<file path="config.mk">
export PLATFORM = sky130hd
export DESIGN_NAME = sbload_unit
export DESIGN_NICKNAME = d
export VERILOG_FILES = /design/src/rtl/sbl_pkg.sv /design/src/rtl/sbl_decode.sv /design/src/rtl/sbl_agu.sv /design/src/rtl/sbl_sext.sv /design/src/rtl/sbl_seq.sv /design/src/rtl/sbload_unit.sv
export SDC_FILE = /design/constraint.sdc
export NUM_CORES = 1
export LEC_CHECK = 0
export BUFFER_PORTS_ARGS = -buffer_cell sky130_fd_sc_hd__buf_4
export CORE_UTILIZATION = 60
export DETAILED_ROUTE_END_ITERATION = 6
export PLACE_DENSITY = 0.85
export SYNTH_ARGS = -nofsm -noshare
export SYNTH_HDL_FRONTEND = slang
export SYNTH_SLANG_ARGS = --single-unit
</file>
<file path="constraint.sdc">
create_clock -name clk -period 12.7 [get_ports clk]
set_clock_uncertainty 0.05 [all_clocks]
set_input_delay 2.54 -clock clk [delete_from_list [all_inputs] [get_ports clk]]
set_output_delay 2.54 -clock clk [all_outputs]
set_load 0.05 [all_outputs]
</file>
<file path="src/rtl/sbl_pkg.sv">
package sbl_pkg;
  localparam int INSN_W = 32;
  localparam int RIDX_W = 4;
  localparam int IMM_W  = 12;
  localparam int BYTE_W = 8;

  typedef enum logic [1:0] {
    ENC_COND = 2'd0,
    ENC_WIDE = 2'd1,
    ENC_NARR = 2'd2,
    ENC_RSVD = 2'd3
  } enc_e;

  typedef enum logic [2:0] {
    ST_IDLE = 3'd0,
    ST_DEC  = 3'd1,
    ST_REQ  = 3'd2,
    ST_RSP  = 3'd3,
    ST_WRT  = 3'd4,
    ST_WRN  = 3'd5,
    ST_DONE = 3'd6
  } st_e;

  typedef struct packed {
    logic [RIDX_W-1:0] rn;
    logic [RIDX_W-1:0] rt;
    logic [IMM_W-1:0]  imm;
    logic              index;
    logic              add;
    logic              wback;
    logic              undef;
    logic              unpred;
    logic              redirect;
  } dec_t;
endpackage

</file>
<file path="src/rtl/sbl_decode.sv">
module sbl_decode
  import sbl_pkg::*;
(
  input  logic [INSN_W-1:0] insn,
  input  enc_e              mode,
  output dec_t              dec
);
  localparam logic [RIDX_W-1:0] REG_ALL1 = '1;

  logic match;
  logic redir;
  logic pw_bad;
  logic rt_bad;
  logic same_reg;
  logic p_b, u_b, w_b;

  always_comb begin
    match  = 1'b0;
    redir  = 1'b0;
    pw_bad = 1'b0;
    rt_bad = 1'b0;
    p_b    = insn[24];
    u_b    = insn[23];
    w_b    = insn[21];
    dec    = '0;
    dec.rn = insn[19:16];
    dec.rt = insn[15:12];
    unique case (mode)
      ENC_COND: begin
        match = (insn[31:28] != 4'hF) && (insn[27:25] == 3'b000) &&
                insn[22] && insn[20] && (insn[7:4] == 4'hD);
        dec.imm   = {4'h0, insn[11:8], insn[3:0]};
        dec.index = p_b;
        dec.add   = u_b;
        dec.wback = !p_b || w_b;
        redir     = (dec.rn == REG_ALL1) || (!p_b && w_b);
        rt_bad    = (dec.rt == REG_ALL1);
      end
      ENC_WIDE: begin
        match     = (insn[31:20] == 12'hF99);
        dec.imm   = insn[11:0];
        dec.index = 1'b1;
        dec.add   = 1'b1;
        dec.wback = 1'b0;
        redir     = (dec.rn == REG_ALL1) || (dec.rt == REG_ALL1);
      end
      ENC_NARR: begin
        p_b       = insn[10];
        u_b       = insn[9];
        w_b       = insn[8];
        match     = (insn[31:20] == 12'hF91) && insn[11];
        dec.imm   = {4'h0, insn[7:0]};
        dec.index = p_b;
        dec.add   = u_b;
        dec.wback = w_b;
        redir     = (dec.rn == REG_ALL1) || (p_b && u_b && !w_b) ||
                    ((dec.rt == REG_ALL1) && p_b && !u_b && !w_b);
        pw_bad    = !p_b && !w_b;
        rt_bad    = (dec.rt == REG_ALL1) && w_b;
      end
      default: begin
        match = 1'b0;
      end
    endcase
    same_reg     = dec.wback && (dec.rn == dec.rt);
    dec.redirect = match && redir;
    dec.undef    = !match || (!redir && (pw_bad || same_reg));
    dec.unpred   = match && !redir && !pw_bad && (rt_bad || same_reg);
  end
endmodule

</file>
<file path="src/rtl/sbl_agu.sv">
module sbl_agu
  import sbl_pkg::*;
#(
  parameter int DATA_W = 32
) (
  input  logic [DATA_W-1:0] base,
  input  logic [IMM_W-1:0]  imm,
  input  logic              add,
  input  logic              index,
  output logic [DATA_W-1:0] offs_addr,
  output logic [DATA_W-1:0] acc_addr
);
  localparam int PAD_W = DATA_W - IMM_W;

  function automatic logic [DATA_W-1:0] step_addr(
    input logic [DATA_W-1:0] b, input logic [IMM_W-1:0] k, input logic plus);
    logic [DATA_W-1:0] kz;
    kz = {{PAD_W{1'b0}}, k};
    return plus ? (b + kz) : (b - kz);
  endfunction

  always_comb begin
    offs_addr = step_addr(base, imm, add);
    acc_addr  = index ? offs_addr : base;
  end
endmodule

</file>
<file path="src/rtl/sbl_sext.sv">
module sbl_sext
  import sbl_pkg::*;
#(
  parameter int DATA_W = 32
) (
  input  logic [BYTE_W-1:0] byte_i,
  output logic [DATA_W-1:0] word_o
);
  assign word_o[BYTE_W-1:0] = byte_i;
  for (genvar g = BYTE_W; g < DATA_W; g++) begin : g_fill
    assign word_o[g] = byte_i[BYTE_W-1];
  end
endmodule

</file>
<file path="src/rtl/sbl_seq.sv">
module sbl_seq
  import sbl_pkg::*;
(
  input  logic clk,
  input  logic rst_n,
  input  logic start,
  input  logic exec_ok,
  input  logic req_ready,
  input  logic rsp_valid,
  input  logic wback,
  output st_e  state
);
  st_e nxt;

  always_comb begin
    nxt = state;
    unique case (state)
      ST_IDLE: if (start)     nxt = ST_DEC;
      ST_DEC:  nxt = exec_ok ? ST_REQ : ST_DONE;
      ST_REQ:  if (req_ready) nxt = ST_RSP;
      ST_RSP:  if (rsp_valid) nxt = ST_WRT;
      ST_WRT:  nxt = wback ? ST_WRN : ST_DONE;
      ST_WRN:  nxt = ST_DONE;
      ST_DONE: nxt = ST_IDLE;
      default: nxt = ST_IDLE;
    endcase
  end

  always_ff @(posedge clk or negedge rst_n) begin
    if (!rst_n) state <= ST_IDLE;
    else        state <= nxt;
  end
endmodule

</file>
<file path="src/rtl/sbload_unit.sv">
module sbload_unit
  import sbl_pkg::*;
#(
  parameter int DATA_W = 32
) (
  input  logic              clk,
  input  logic              rst_n,
  input  logic              start,
  input  logic [INSN_W-1:0] insn,
  input  logic [1:0]        enc_mode,
  input  logic              cond_pass,
  output logic [RIDX_W-1:0] rn_idx,
  input  logic [DATA_W-1:0] rn_val,
  output logic              mem_req_valid,
  input  logic              mem_req_ready,
  output logic [DATA_W-1:0] mem_addr,
  input  logic              mem_rsp_valid,
  input  logic [BYTE_W-1:0] mem_rsp_byte,
  output logic              rf_we,
  output logic [RIDX_W-1:0] rf_widx,
  output logic [DATA_W-1:0] rf_wdata,
  output logic              done,
  output logic              st_undef,
  output logic              st_unpred,
  output logic              st_redirect
);
  st_e               state;
  logic [INSN_W-1:0] insn_q;
  logic [1:0]        mode_q;
  logic              cond_q;
  dec_t              dec;
  logic [DATA_W-1:0] offs_addr, acc_addr;
  logic [DATA_W-1:0] addr_q, wbv_q;
  logic [BYTE_W-1:0] byte_q;
  logic [DATA_W-1:0] ext_word;
  logic              wb_q;

  // named events for the checker
  logic take_start, in_dec, exec_ok;
  logic evt_skip, evt_rsp_take, evt_wr_rt, evt_wr_rn;

  assign take_start   = (state == ST_IDLE) && start;
  assign in_dec       = (state == ST_DEC);
  assign exec_ok      = !dec.undef && !dec.redirect && cond_q;
  assign evt_skip     = in_dec && !exec_ok;
  assign evt_rsp_take = (state == ST_RSP) && mem_rsp_valid;
  assign evt_wr_rt    = (state == ST_WRT);
  assign evt_wr_rn    = (state == ST_WRN);

  sbl_decode u_dec (
    .insn (insn_q),
    .mode (enc_e'(mode_q)),
    .dec  (dec)
  );

  sbl_agu #(.DATA_W(DATA_W)) u_agu (
    .base      (rn_val),
    .imm       (dec.imm),
    .add       (dec.add),
    .index     (dec.index),
    .offs_addr (offs_addr),
    .acc_addr  (acc_addr)
  );

  sbl_sext #(.DATA_W(DATA_W)) u_sext (
    .byte_i (byte_q),
    .word_o (ext_word)
  );

  sbl_seq u_seq (
    .clk       (clk),
    .rst_n     (rst_n),
    .start     (start),
    .exec_ok   (exec_ok),
    .req_ready (mem_req_ready),
    .rsp_valid (mem_rsp_valid),
    .wback     (wb_q),
    .state     (state)
  );

  always_ff @(posedge clk or negedge rst_n) begin
    if (!rst_n) begin
      insn_q <= '0;
      mode_q <= '0;
      cond_q <= 1'b0;
    end else if (take_start) begin
      insn_q <= insn;
      mode_q <= enc_mode;
      cond_q <= cond_pass;
    end
  end

  always_ff @(posedge clk or negedge rst_n) begin
    if (!rst_n) begin
      addr_q <= '0;
      wbv_q  <= '0;
      wb_q   <= 1'b0;
    end else if (in_dec) begin
      addr_q <= acc_addr;
      wbv_q  <= offs_addr;
      wb_q   <= dec.wback;
    end
  end

  always_ff @(posedge clk or negedge rst_n) begin
    if (!rst_n)            byte_q <= '0;
    else if (evt_rsp_take) byte_q <= mem_rsp_byte;
  end

  always_ff @(posedge clk or negedge rst_n) begin
    if (!rst_n) begin
      st_undef    <= 1'b0;
      st_unpred   <= 1'b0;
      st_redirect <= 1'b0;
    end else if (take_start) begin
      st_undef    <= 1'b0;
      st_unpred   <= 1'b0;
      st_redirect <= 1'b0;
    end else if (in_dec) begin
      st_undef    <= dec.undef;
      st_redirect <= dec.redirect;
      st_unpred   <= dec.unpred && (dec.undef || dec.redirect || cond_q);
    end
  end

  assign rn_idx        = dec.rn;
  assign mem_req_valid = (state == ST_REQ);
  assign mem_addr      = addr_q;
  assign rf_we         = evt_wr_rt || evt_wr_rn;
  assign rf_widx       = evt_wr_rt ? dec.rt : dec.rn;
  assign rf_wdata      = evt_wr_rt ? ext_word : wbv_q;
  assign done          = (state == ST_DONE);
endmodule

</file>
# Word level (Yosys, flattened, before mapping)
# Cells that the tools add are included.
# totals
register_bits,114
out_inout_bits,78
word_cells,101
# op_classes
n_addsub,2
n_eq_ne,18
muxes,21
n_reduce_logical,49
# ops
cell,count
$mux W32,3
$pmux W15 S3,1
$add A32 B12 Y32,1
$sub A32 B12 Y32,1
$eq A12 B12 Y1 const B,2
$logic_and A1 B1 Y1,24
$pmux W3 S6,1
$eq A4 B4 Y1 const B,3
$mux W3,4
$logic_or A1 B1 Y1,11
$eq A3 B3 Y1 const B,3
$logic_not A1 Y1,9
$mux W1,7
$eq A3 B2 Y1 const B,2
$logic_not A3 Y1,2
$pmux W1 S3,2
$eq A4 B4 Y1,1
$mux W4,1
$ne A2 B2 Y1 const B,2
$ne A4 B4 Y1 const B,1
$eq A3 B1 Y1 const B,1
$reduce_and A3 Y1,1
$eq A2 B1 Y1 const B,1
$eq A2 B2 Y1 const B,1
5 further kinds,5

# Longest topological paths before layout
# Gate-level depths: netlist (run 1).
# depth
depth_word,14
ltp_mapped,20
ltp_nobuf,18

# Modules after synthesis
# From an unflattened synthesis (run 1), not the netlist that was laid out.
# unflattened
hier_cells,798
hier_area_um2,8453.1
# by_module_without_submodules
module,n_inst,cells_each,area_each_um2,seq_area_each_um2
sbload_unit,1,284,4713.3,2777.7
sbl_agu,1,388,2791.4,0.0
sbl_decode,1,76,535.5,0.0
sbl_sext,1,32,240.2,0.0
sbl_seq,1,18,172.7,75.1

# Worst setup path before layout (run 1)
# No wires, ideal clock.
# synth_path
path_type,flip-flop to output port
startpoint,reg u_seq.state[2]
endpoint,out rf_wdata[11]
t_arrival_ns,2.672
t_required_ns,10.110
setup_slack_ns,7.438
path_stages_with_launch,8
path_buffers,3
cell_sequence,dfrtp_1 > clkbuf_1 > nor2b_1 > nand2b_1 > clkbuf_1 > nor2_1 > clkbuf_1 > a21o_1
# synth_between
elab_chain_len,2
# synth_lines
element,line,rtl
"start, declared",sbl_seq.sv:11,output st_e state
"start signal, assigned",sbl_seq.sv:31,else state <= nxt;
$eq A3 B3 Y1,sbload_unit.sv:47,assign evt_wr_rt = (state == ST_WRT);
$mux W32,sbload_unit.sv:131,assign rf_wdata = evt_wr_rt ? ext_word : wbv_q;
"end, declared",sbload_unit.sv:21,"output logic [DATA_W-1:0] rf_wdata,"
# No other way between the ends.

# Final worst setup path (run 1)
# layout_path
startpoint,reg mode_q[0]
endpoint,"reg addr_q[31], in the netlist mem_addr[31]"
# layout_between
elab_chain_len,5
elab_cells_between_ends,8
# layout_lines
element,line,rtl
"start, declared",sbload_unit.sv:29,logic [1:0] mode_q;
"start signal, assigned",sbload_unit.sv:88,mode_q <= enc_mode;
"$eq A2 B2 Y1, or another cell as far along",sbl_decode.sv:28,unique case (mode)
$pmux W15 S3 *,sbl_decode.sv:28,
$sub A32 B12 Y32 / $add A32 B12 Y32 (equally long branches),sbl_agu.sv:19,return plus ? (b + kz) : (b - kz);
$mux W32,sbl_agu.sv:19,
$mux W32 *,sbl_agu.sv:24,acc_addr = index ? offs_addr : base;
"end signal, assigned",sbload_unit.sv:99,addr_q <= acc_addr;
"end, declared",sbload_unit.sv:33,"logic [DATA_W-1:0] addr_q, wbv_q;"
# Every way passes the cells marked *; elsewhere a longest branch is shown, timed or not.
# A chain may end at the register's enable or synchronous reset.

==> impl_metrics.toml, run 1 <==
[setup_path]
critPathTopFamily = "compound AO/OA/AOI/OAI gates"
worstPathRequired_ns = 12.99
cpMaxStageDelayCell = "dfrtp_1"
arrival_ns = 5.80
slowest_delay_ns = 0.66
crit_buf_inv = 1
cpMostUsedCell = "a31oi_1"
worst-setup-path-type = "register to register"
critPathMaxFanout = 17
worstPathCellList = "nand2_1 -> and2_1 -> inv_1 -> ha_1 -> o21ai_0 -> nor3_1 -> a31oi_1 -> a21o_1 -> ha_1 -> a21oi_1 -> o21ai_0 -> a31oi_1 -> o2bb2ai_1 -> a31oi_1 -> a211oi_1 -> o31ai_1 -> o221ai_1 -> a21oi_1"
endpoint_kind = "register"
cp.depth = 18
cp-start-kind = "register"
reg2regPathDepth = 18

[cts]
clk_latency_ns = 0.42
cts_root_buf = "clkbuf_16"
cts.repair.resized = 0
cts_setup_buffers = 0
clock-sinks = 114
cts_tree = "built"
ctsHoldBuffers = 0
cts.clk_slew.worst_paths_ns = 0.06
cts_buffers = 17
cts-htree-levels = 4
cts_buffer_depth = 2

[final_layout]
antennaDiodeCount = 0
drive_gt1_share_pct = 27.4
fin_nets = 1063
area_delta_synth_final_pct = 25.2

[die]
io_pins = 158
die_h_microns = 113
row_count = 40
die_area_sq_um = 12800
initial_core_util_pct = 61.7
die_x_microns = 113
core_sq_um = 12000

[grt]
grt_pass1_wl_microns = 33200
antenna_found_initial = 0
gr-usage-all-layers_pct = 33.5
grt_max_degree = 62
grt_overflow_total = 0
grt_pass1_vias = 6379

[sta]
finalSetupTns_ns = 0
hold_viol_final = 0
slew_headroom_pct = 47.8
report.final.slew_viol_count = 0
grt_setup_unrepaired = "false"
fin_crit_sh_pct = 43.4
min_period_ns = 5.51
setup_viol = 0
fmax_mhz = 181
worst_pin_slew_ns = 0.783

[status]
status = "completed"

[synth]
ys_seq_area_share_pct = 38.5
synth_nets = 934
ys_async_sr_fraction_pct = 100
yosysUniqueCellTypes = 68
synth.largest_area_cell = "dfrtp_1"
ys_seq_elements = 114
netlist_top_cells_count = "dfrtp_1, nand2_1, o21ai_0"
yosysMostFrequentCell = "dfrtp_1"
netlist_top_cells_area = "dfrtp_1, mux2_2, ha_1, nand2_1, a21o_1"
synth-edff-count = 0
ys_warn_count = 0
netlist_area_sq_um = 7410
yosysTopAreaCellShare_pct = 38.5
synth_flop_cell = "dfrtp_1"
synth.avg_cell_area_sq_um = 9.02
syn_inst = 821

[worst_hold_path]
min_path_cells = 2
hold_class = "register to register"

[detailed_routing]
drtPass1Iterations = 6
drt_iter0_markers = 614
finalWirelength_microns = 20500
drc_errors = 0
post_drt_wl_per_cell_microns = 18.5
viasPerCell = 6.18
vias = 6862
detail-route-antenna-nets = 0

[place]
gp_congestion = 0.908
dp_hpwl_microns = 14200
port_buffers = 157

[run]
maxCapViolCount = 0
==> path summary, 6_finish.rpt <==
path / start / endpoint / slack [ns]
setup / recovery: mode_q[0] / mem_addr[31] / 7.19
hold / removal: wbv_q[1] / wbv_q[1] / 0.42
setup reg to reg: mode_q[0] / mem_addr[31] / 7.19
hold reg to reg: wbv_q[1] / wbv_q[1] / 0.42
max in group asynchronous: rst_n / insn_q[19] / 9.28
min in group asynchronous: rst_n / mem_addr[21] / 2.13
==> metal layers <==
metal / vias up / global-route usage (%) / share of wire (%)
met3: 46 / 5.30 / 6.6
li1: 3210 / - / -
met5: - / 0 / 0
met1: 3291 / 48.2 / 45
met4: 0 / 12.1 / 2.2
met2: 315 / 51.4 / 46
==> flip-flops by register name, indices dropped and copies added (netlist names) <==
signal / cells
byte_q: 8
cond_q: 1
insn_q: 32
mem_addr: 32
mode_q: 2
st_redirect: 1
st_undef: 1
st_unpred: 1
u_seq.state: 3
wb_q: 1
wbv_q: 32
==> through the flow <==
step / instances / hold WS (ns) / cell area [sq um] / worst slack [ns] / util [%]
floorplan: 821 / 0.390 / 7410 / 7.44 / -
global placement: 1078 / 0.411 / 8620 / 7.44 / 71.8
detailed placement: 1078 / 0.412 / 8620 / 7.37 / 71.8
CTS: 1110 / 0.425 / 9280 / 7.39 / 77.2
global route: 1110 / 0.449 / 9280 / 6.81 / 77.2
finish: 1110 / 0.423 / 9280 / 7.19 / 77.2
==> final cells by class <==
cell class / count / area [sq um]
Inverter: 21 / 78.8
Clock inverter: 9 / 149
Multi-Input combinational cell: 631 / 4270
Timing Repair Buffer: 165 / 1240
Sequential cell: 114 / 2850
Tap cell: 147 / 184
Fill cell: 837 / 2740
Clock buffer: 23 / 508
==> tightest hold or removal path, stage by stage (launching register included) <==
cell,delay [ns]
dfrtp_1,0.34
nand2_1,0.05
nand2_1,0.05
==> cell usage in the layout, fill, tap and decap left out, types with 6 or more instances in the layout <==
cell	netlist	layout
nor2b_1	7	6
ha_1	32	32
nand2_1	102	102
a21o_1	42	42
nand4_1	11	11
clkbuf_16	0	17
a31oi_1	23	23
nor2_1	56	56
a21oi_1	56	56
dfrtp_1	114	114
mux2_2	58	58
xnor2_1	35	35
o21bai_1	8	8
nor3_1	8	8
xor2_1	10	10
o21a_1	8	8
buf_4	4	165
inv_1	19	19
nand2b_1	7	6
clkbuf_8	0	6
o21ai_0	59	59
nand3_1	21	21
==> cells by family after synthesis <==
group           synth area share [%]
xor+xnor                        5.32
compound gates                  21.1
flops                           38.5
simple gates                    15.4
buf+inv                         4.07
fa+ha+maj                       6.10
mux                             9.49
Power of run 1 is left out: the tool's default activity adds up to more than one toggle a clock period on the data nets, which glitch-free logic cannot reach.
==> run 2: changes to the inputs <==
--- a/config.mk
+++ b/config.mk
@@ -5,10 +5,11 @@
 export SDC_FILE = /design/constraint.sdc
 export NUM_CORES = 1
 export LEC_CHECK = 0
+export ABC_AREA = 1
 export BUFFER_PORTS_ARGS = -buffer_cell sky130_fd_sc_hd__buf_4
-export CORE_UTILIZATION = 60
+export CORE_UTILIZATION = 56
 export DETAILED_ROUTE_END_ITERATION = 6
-export PLACE_DENSITY = 0.85
+export PLACE_DENSITY = 0.79
 export SYNTH_ARGS = -nofsm -noshare
 export SYNTH_HDL_FRONTEND = slang
 export SYNTH_SLANG_ARGS = --single-unit
==> constraint.sdc (replaced) <==
create_clock -name clk -period 5.5 [get_ports clk]
set_clock_uncertainty 0.05 [all_clocks]
set_input_delay 1.1 -clock clk [delete_from_list [all_inputs] [get_ports clk]]
set_output_delay 1.1 -clock clk [all_outputs]
set_load 0.05 [all_outputs]
==> run 2 against run 1 <==
  * Flip-flop and latch count stayed put
  * Worst hold slack is essentially flat
  * Largest cell class unchanged
  * Area after synthesis is 2.2% higher
  * Non-clock buffer count down 2
  * Via count grew 11%
  * Wire length grew 3.7%
==> impl_metrics.toml, run 2 <==
[status]
status = "completed"

[cts]
cts-htree-levels = 4
cts_buffer_depth = 2
cts_setup_buffers = 0
clock-sinks = 114
cts.repair.resized = 0
ctsHoldBuffers = 0
cts_tree = "built"
cts_root_buf = "clkbuf_16"
cts_buffers = 17
cts.clk_slew.worst_paths_ns = 0.05
clk_latency_ns = 0.42

[sta]
fmax_mhz = 238
fin_crit_sh_pct = 76.3
setup_viol = 0
worst_pin_slew_ns = 0.916
finalSetupTns_ns = 0
grt_setup_unrepaired = "false"
fin_hold_ws_ns = 0.423
worst_slack_ns = 1.30
report.final.slew_viol_count = 0
min_period_ns = 4.20
slew_headroom_pct = 38.8
hold_viol_final = 0

[synth]
synth.avg_cell_area_sq_um = 6.99
synth_nets = 1196
ys_async_sr_fraction_pct = 100
ys_seq_elements = 114
netlist_area_sq_um = 7570
yosysUniqueCellTypes = 42
syn_inst = 1083
ys_warn_count = 0
synth_flop_cell = "dfrtp_1"
synth-edff-count = 0
netlist_top_cells_count = "nand2_1, dfrtp_1, inv_1"
synth.largest_area_cell = "dfrtp_1"
netlist_top_cells_area = "dfrtp_1, nand2_1, ha_1, inv_1, o21ai_0"
yosysTopAreaCellShare_pct = 37.7
ys_seq_area_share_pct = 37.7
yosysMostFrequentCell = "nand2_1"

[place]
gp_congestion = 0.944
dp_hpwl_microns = 15900
preCtsSetupSlack_ns = 1.40
port_buffers = 157

[final_layout]
antennaDiodeCount = 0
fin_nets = 1340
final_common_cell = "nand2_1"
utilization_pct = 71.7
drive_gt1_share_pct = 18.8
mostFrequentLayoutCells = "nand2_1, buf_4, dfrtp_1, inv_1, nor2_1"
area_delta_synth_final_pct = 25.0

[setup_path]
worst-setup-path-type = "register to primary output"
r2r_slack_ns = 1.30
endpoint_kind = "primary output"
reg2regPathDepth = 19
arrival_ns = 3.05
crit_buf_inv = 3
worstPathCellList = "nor2_1 -> nand2_1 -> buf_4 -> inv_1 -> nand2_1 -> o21ai_0 -> buf_4"
rr_startpoint = "mode_q[1]"
worstPathRequired_ns = 4.35
regToRegEndpoint = "wbv_q[31]"
critPathTopFamily = "simple AND/OR/NAND/NOR gates"
cp-start-kind = "register"
slowest_delay_ns = 0.68
cpMaxStageDelayCell = "nand2_1"
critPathMaxFanout = 34

[die]
initial_core_util_pct = 57.4
row_count = 42
die_h_microns = 118
core_sq_um = 13200
die_x_microns = 118
die_area_sq_um = 14000
io_pins = 158

[grt]
antenna_found_initial = 0
grt_max_degree = 75
grt_overflow_total = 0
gr-usage-all-layers_pct = 32.3
grt_pass1_wl_microns = 35700
grt_pass1_vias = 7197

[detailed_routing]
viasPerCell = 5.39
drtPass1Iterations = 7
finalWirelength_microns = 21300
drt_iter0_markers = 632
vias = 7617
drc_errors = 0
post_drt_wl_per_cell_microns = 15.1
detail-route-antenna-nets = 0

[worst_hold_path]
hold_end = "insn_q[29]"
min_path_cells = 2
min_from = "insn_q[29]"
hold_class = "register to register"

[run]
maxCapViolCount = 0
-- run 2: layout make-up --
class / count / area [sq um]
multi-input combinational: 833 / 4210
clock inverter: 8 / 104
timing repair buffer: 163 / 1220
inverter: 98 / 368
tap: 176 / 220
fill: 1180 / 3730
sequential: 114 / 2850
clock buffer: 22 / 484
-- run 2: kinds of logic (layout without fill, tap and decap cells) --
kind of cell / Yosys count / after routing / synth area share, %
simple gates: 610 / 610 / 33.8
compound gates: 151 / 151 / 11.2
buf+inv: 136 / 291 / 7.02
flops: 114 / 114 / 37.7
fa+ha+maj: 33 / 33 / 5.55
xor+xnor: 31 / 31 / 3.59
mux: 8 / 8 / 1.19
-- run 2: worst reg2reg max path: stages (launching register included) --
cell	delay, ns
dfrtp_1	0.45
inv_2	0.17
nand2_1	0.17
o21ai_2	0.64
inv_1	0.20
nor2_1	0.16
xnor2_1	0.14
ha_1	0.29
a21oi_1	0.15
nand2_1	0.09
a21oi_1	0.13
o21bai_1	0.12
a21boi_0	0.41
o21ai_0	0.27
nand3_1	0.20
nand3_1	0.11
nand2_1	0.10
nand2_1	0.06
nand2_1	0.05
o21ai_0	0.08
-- run 2: per-layer routing --
| metal | GRT usage (%) | vias up | wire length, microns |
|---|---|---|---|
| met3 | 5.50 | 31 | 1620 |
| met5 | 0 | - | 0 |
| met4 | 10.7 | 0 | 390 |
| li1 | - | 3781 | - |
| met1 | 45.7 | 3496 | 9630 |
| met2 | 50.2 | 309 | 9650 |
-- run 2: worst max path at each step --
stage | depth (start not counted) | endpoint | startpoint | slack, ns
2_1_floorplan | 23 | mem_addr[23] | mode_q[0] | 1.98
3_3_place_gp | 21 | mem_addr[23] | mode_q[1] | 1.56
3_5_place_dp | 21 | mem_addr[23] | mode_q[1] | 1.40
4_1_cts | 7 | rf_wdata[25] | u_seq.state[0] | 1.33
5_1_grt | 19 | wbv_q[31] | mode_q[1] | 0.86
6_report | 7 | rf_wdata[25] | u_seq.state[0] | 1.30
-- run 2: stage by stage --
step	std cells	cell area [sq um]
detailed placement	1384	8870
finish	1414	9460
floorplan	1083	7570
global placement	1384	8870
CTS	1414	9460
global route	1414	9460
Power of run 2 is left out for the same reason.
==> run 3: changes to the inputs <==
--- a/config.mk
+++ b/config.mk
@@ -7,9 +7,9 @@
 export LEC_CHECK = 0
 export ABC_AREA = 1
 export BUFFER_PORTS_ARGS = -buffer_cell sky130_fd_sc_hd__buf_4
-export CORE_UTILIZATION = 56
+export CORE_UTILIZATION = 51
 export DETAILED_ROUTE_END_ITERATION = 6
-export PLACE_DENSITY = 0.79
+export PLACE_DENSITY = 0.76
 export SYNTH_ARGS = -nofsm -noshare
 export SYNTH_HDL_FRONTEND = slang
 export SYNTH_SLANG_ARGS = --single-unit
==> constraint.sdc (replaced) <==
create_clock -name clk -period 3.6 [get_ports clk]
set_clock_uncertainty 0.05 [all_clocks]
set_input_delay 0.72 -clock clk [delete_from_list [all_inputs] [get_ports clk]]
set_output_delay 0.72 -clock clk [all_outputs]
set_load 0.05 [all_outputs]
==> run 3 against run 2 <==
  * Flip-flop and latch count unchanged
  * Global-route usage is 2.5 points lower
  * Worst setup slack got worse by 1.2 ns
  * Non-clock buffer count up 21
  * Core utilization shrank 4.0 points
  * Via count up 0.42%
  * Cell area is 4.1% higher
  * Wire length increased by 4.5%
  * Largest cell class unchanged
  * Register-to-register slack worse by 1.2 ns
==> impl_metrics.toml, run 3 (synthesis gave the netlist of run 2 again) <==
[status]
status = "completed"

[cts]
cts_root_buf = "clkbuf_16"
ctsHoldBuffers = 0
clock-sinks = 114
cts_tree = "built"
cts_buffer_depth = 2
clk_latency_ns = 0.42
cts-htree-levels = 4
cts_buffers = 17
cts.clk_slew.worst_paths_ns = 0.06

[final_layout]
final_common_cell = "nand2_1"
final_cells = 1445
area_delta_synth_final_pct = 30.1
mostFrequentLayoutCells = "nand2_1, buf_4, dfrtp_1, inv_1, nor2_1"
nFillCells = 1276
utilization_pct = 67.8
drive_gt1_share_pct = 23.2
fin_nets = 1361
antennaDiodeCount = 0

[grt]
gr-usage-all-layers_pct = 29.7
grt_max_degree = 51
grt_overflow_total = 0
grt_pass1_wl_microns = 34700
grt_pass1_vias = 6977
antenna_found_initial = 0

[setup_path]
reg2regPathDepth = 23
critPathTopFamily = "simple AND/OR/NAND/NOR gates"
cp.depth = 23
crit_path_end = "mem_addr[22]"
cpMostUsedCell = "nand2_1"
endpoint_kind = "register"
slowest_delay_ns = 0.48
worst-setup-path-type = "register to register"
crit_buf_inv = 1
worstPathCellList = "nand2_4 -> nand2_2 -> ha_1 -> nand3_1 -> nor2_2 -> a21oi_2 -> xnor2_1 -> inv_1 -> ha_4 -> nand2_1 -> nor3_1 -> nand2_1 -> o211ai_1 -> nand2_1 -> nand2_2 -> nand3_1 -> nand2_2 -> nand3_1 -> nand3_2 -> xor2_1 -> nand2_1 -> nand2_1 -> nand2_1"
critPathLaunch = "mode_q[0]"
cp-start-kind = "register"
r2r_slack_ns = 0.11
cpMaxStageDelayCell = "dfrtp_2"
arrival_ns = 3.75
regToRegEndpoint = "mem_addr[22]"
rr_startpoint = "mode_q[0]"
worstPathRequired_ns = 3.86
critPathMaxFanout = 8

[detailed_routing]
vias = 7649
detail-route-antenna-nets = 0
drc_errors = 0
drtPass1Iterations = 5
finalWirelength_microns = 22200
drt_iter0_markers = 500
post_drt_wl_per_cell_microns = 15.4
viasPerCell = 5.29

[die]
core_sq_um = 14500
row_count = 44
die_area_sq_um = 15300
initial_core_util_pct = 52.1
die_h_microns = 124
die_x_microns = 124
io_pins = 158

[run]
maxCapViolCount = 0

[sta]
setup_viol = 0
worst_slack_ns = 0.112
worst_pin_slew_ns = 0.887
fin_hold_ws_ns = 0.267
fmax_mhz = 287
fin_crit_sh_pct = 96.9
grt_setup_unrepaired = "true"
hold_viol_final = 0
min_period_ns = 3.49
report.final.slew_viol_count = 0
slew_headroom_pct = 40.7

[place]
placed_cells = 1408
gp_congestion = 0.925
port_buffers = 157
dp_hpwl_microns = 16900
preCtsSetupSlack_ns = -0.111

[worst_hold_path]
hold_class = "primary input to asynchronous set/reset pin"
[run 3: cell types whose count changed in the layout (fill, tap and decap cells not counted), moves of 6 or more]
cell,before,now
buf_4,163,182
nand2_1,417,409
nor2_1,89,81
nand2_2,7,13
nand3_1,47,41
nand3_2,3,9
[run 3: timing repair]
item	in CTS	in global routing
pin swaps	0	8
gates resized for setup	2	46
setup endpoints to repair	10	39
buffers inserted	0	5
[run 3: layer usage]
layer  track usage [%]  vias up  share of wire, %
met4              9.19        0               2.2
met1              42.7     3539                47
met2              44.8      253                44
met3              6.18       39               6.1
li1                  -     3818                 -
met5                 0        -                 0
[run 3: worst register-to-register path, stage by stage (launching register included)]
cell and delay (ns):
dfrtp_2 0.48, nand2_4 0.14, nand2_2 0.09, ha_1 0.23, nand3_1 0.13, nor2_2 0.07
a21oi_2 0.14, xnor2_1 0.13, inv_1 0.09, ha_4 0.29, nand2_1 0.07, nor3_1 0.15
nand2_1 0.08, o211ai_1 0.14, nand2_1 0.11, nand2_2 0.10, nand3_1 0.13, nand2_2 0.12
nand3_1 0.11, nand3_2 0.11, xor2_1 0.21, nand2_1 0.09, nand2_1 0.07, nand2_1 0.04
[run 3: cell type report]
| cell class | instances | area, sq um | area share, % |
|---|---|---|---|
| repair buffers | 184 | 1400 | 14.2 |
| clock inverters | 11 | 126 | 1.28 |
| clock buffers | 21 | 470 | 4.78 |
| multi-input cells | 833 | 4400 | 44.6 |
| flip-flops and latches | 114 | 2860 | 29.0 |
| inverters | 98 | 374 | 3.80 |
| well taps | 184 | 230 | 2.34 |
[run 3: through the flow]
| stage | area (sq um) | TNS, ns |
|---|---|---|
| 3_3_place_gp | 9020 | 0 |
| 6_report | 9850 | 0 |
| 4_1_cts | 9610 | 0 |
| 5_1_grt | 9850 | -1.90 |
| 2_1_floorplan | 7570 | 0 |
| 3_5_place_dp | 9020 | -0.235 |
[run 3: worst min path at each step]
stage               start         end  slack [ns]  depth (start not counted)
2_1_floorplan       rst_n   byte_q[0]        0.37                          0
3_3_place_gp   insn_q[30]  insn_q[30]        0.41                          2
3_5_place_dp   insn_q[28]  insn_q[28]        0.41                          2
4_1_cts             rst_n   wbv_q[18]        0.29                          1
5_1_grt             rst_n   wbv_q[18]        0.31                          1
6_report            rst_n   wbv_q[18]        0.27                          1
Power of run 3 is left out for the same reason.
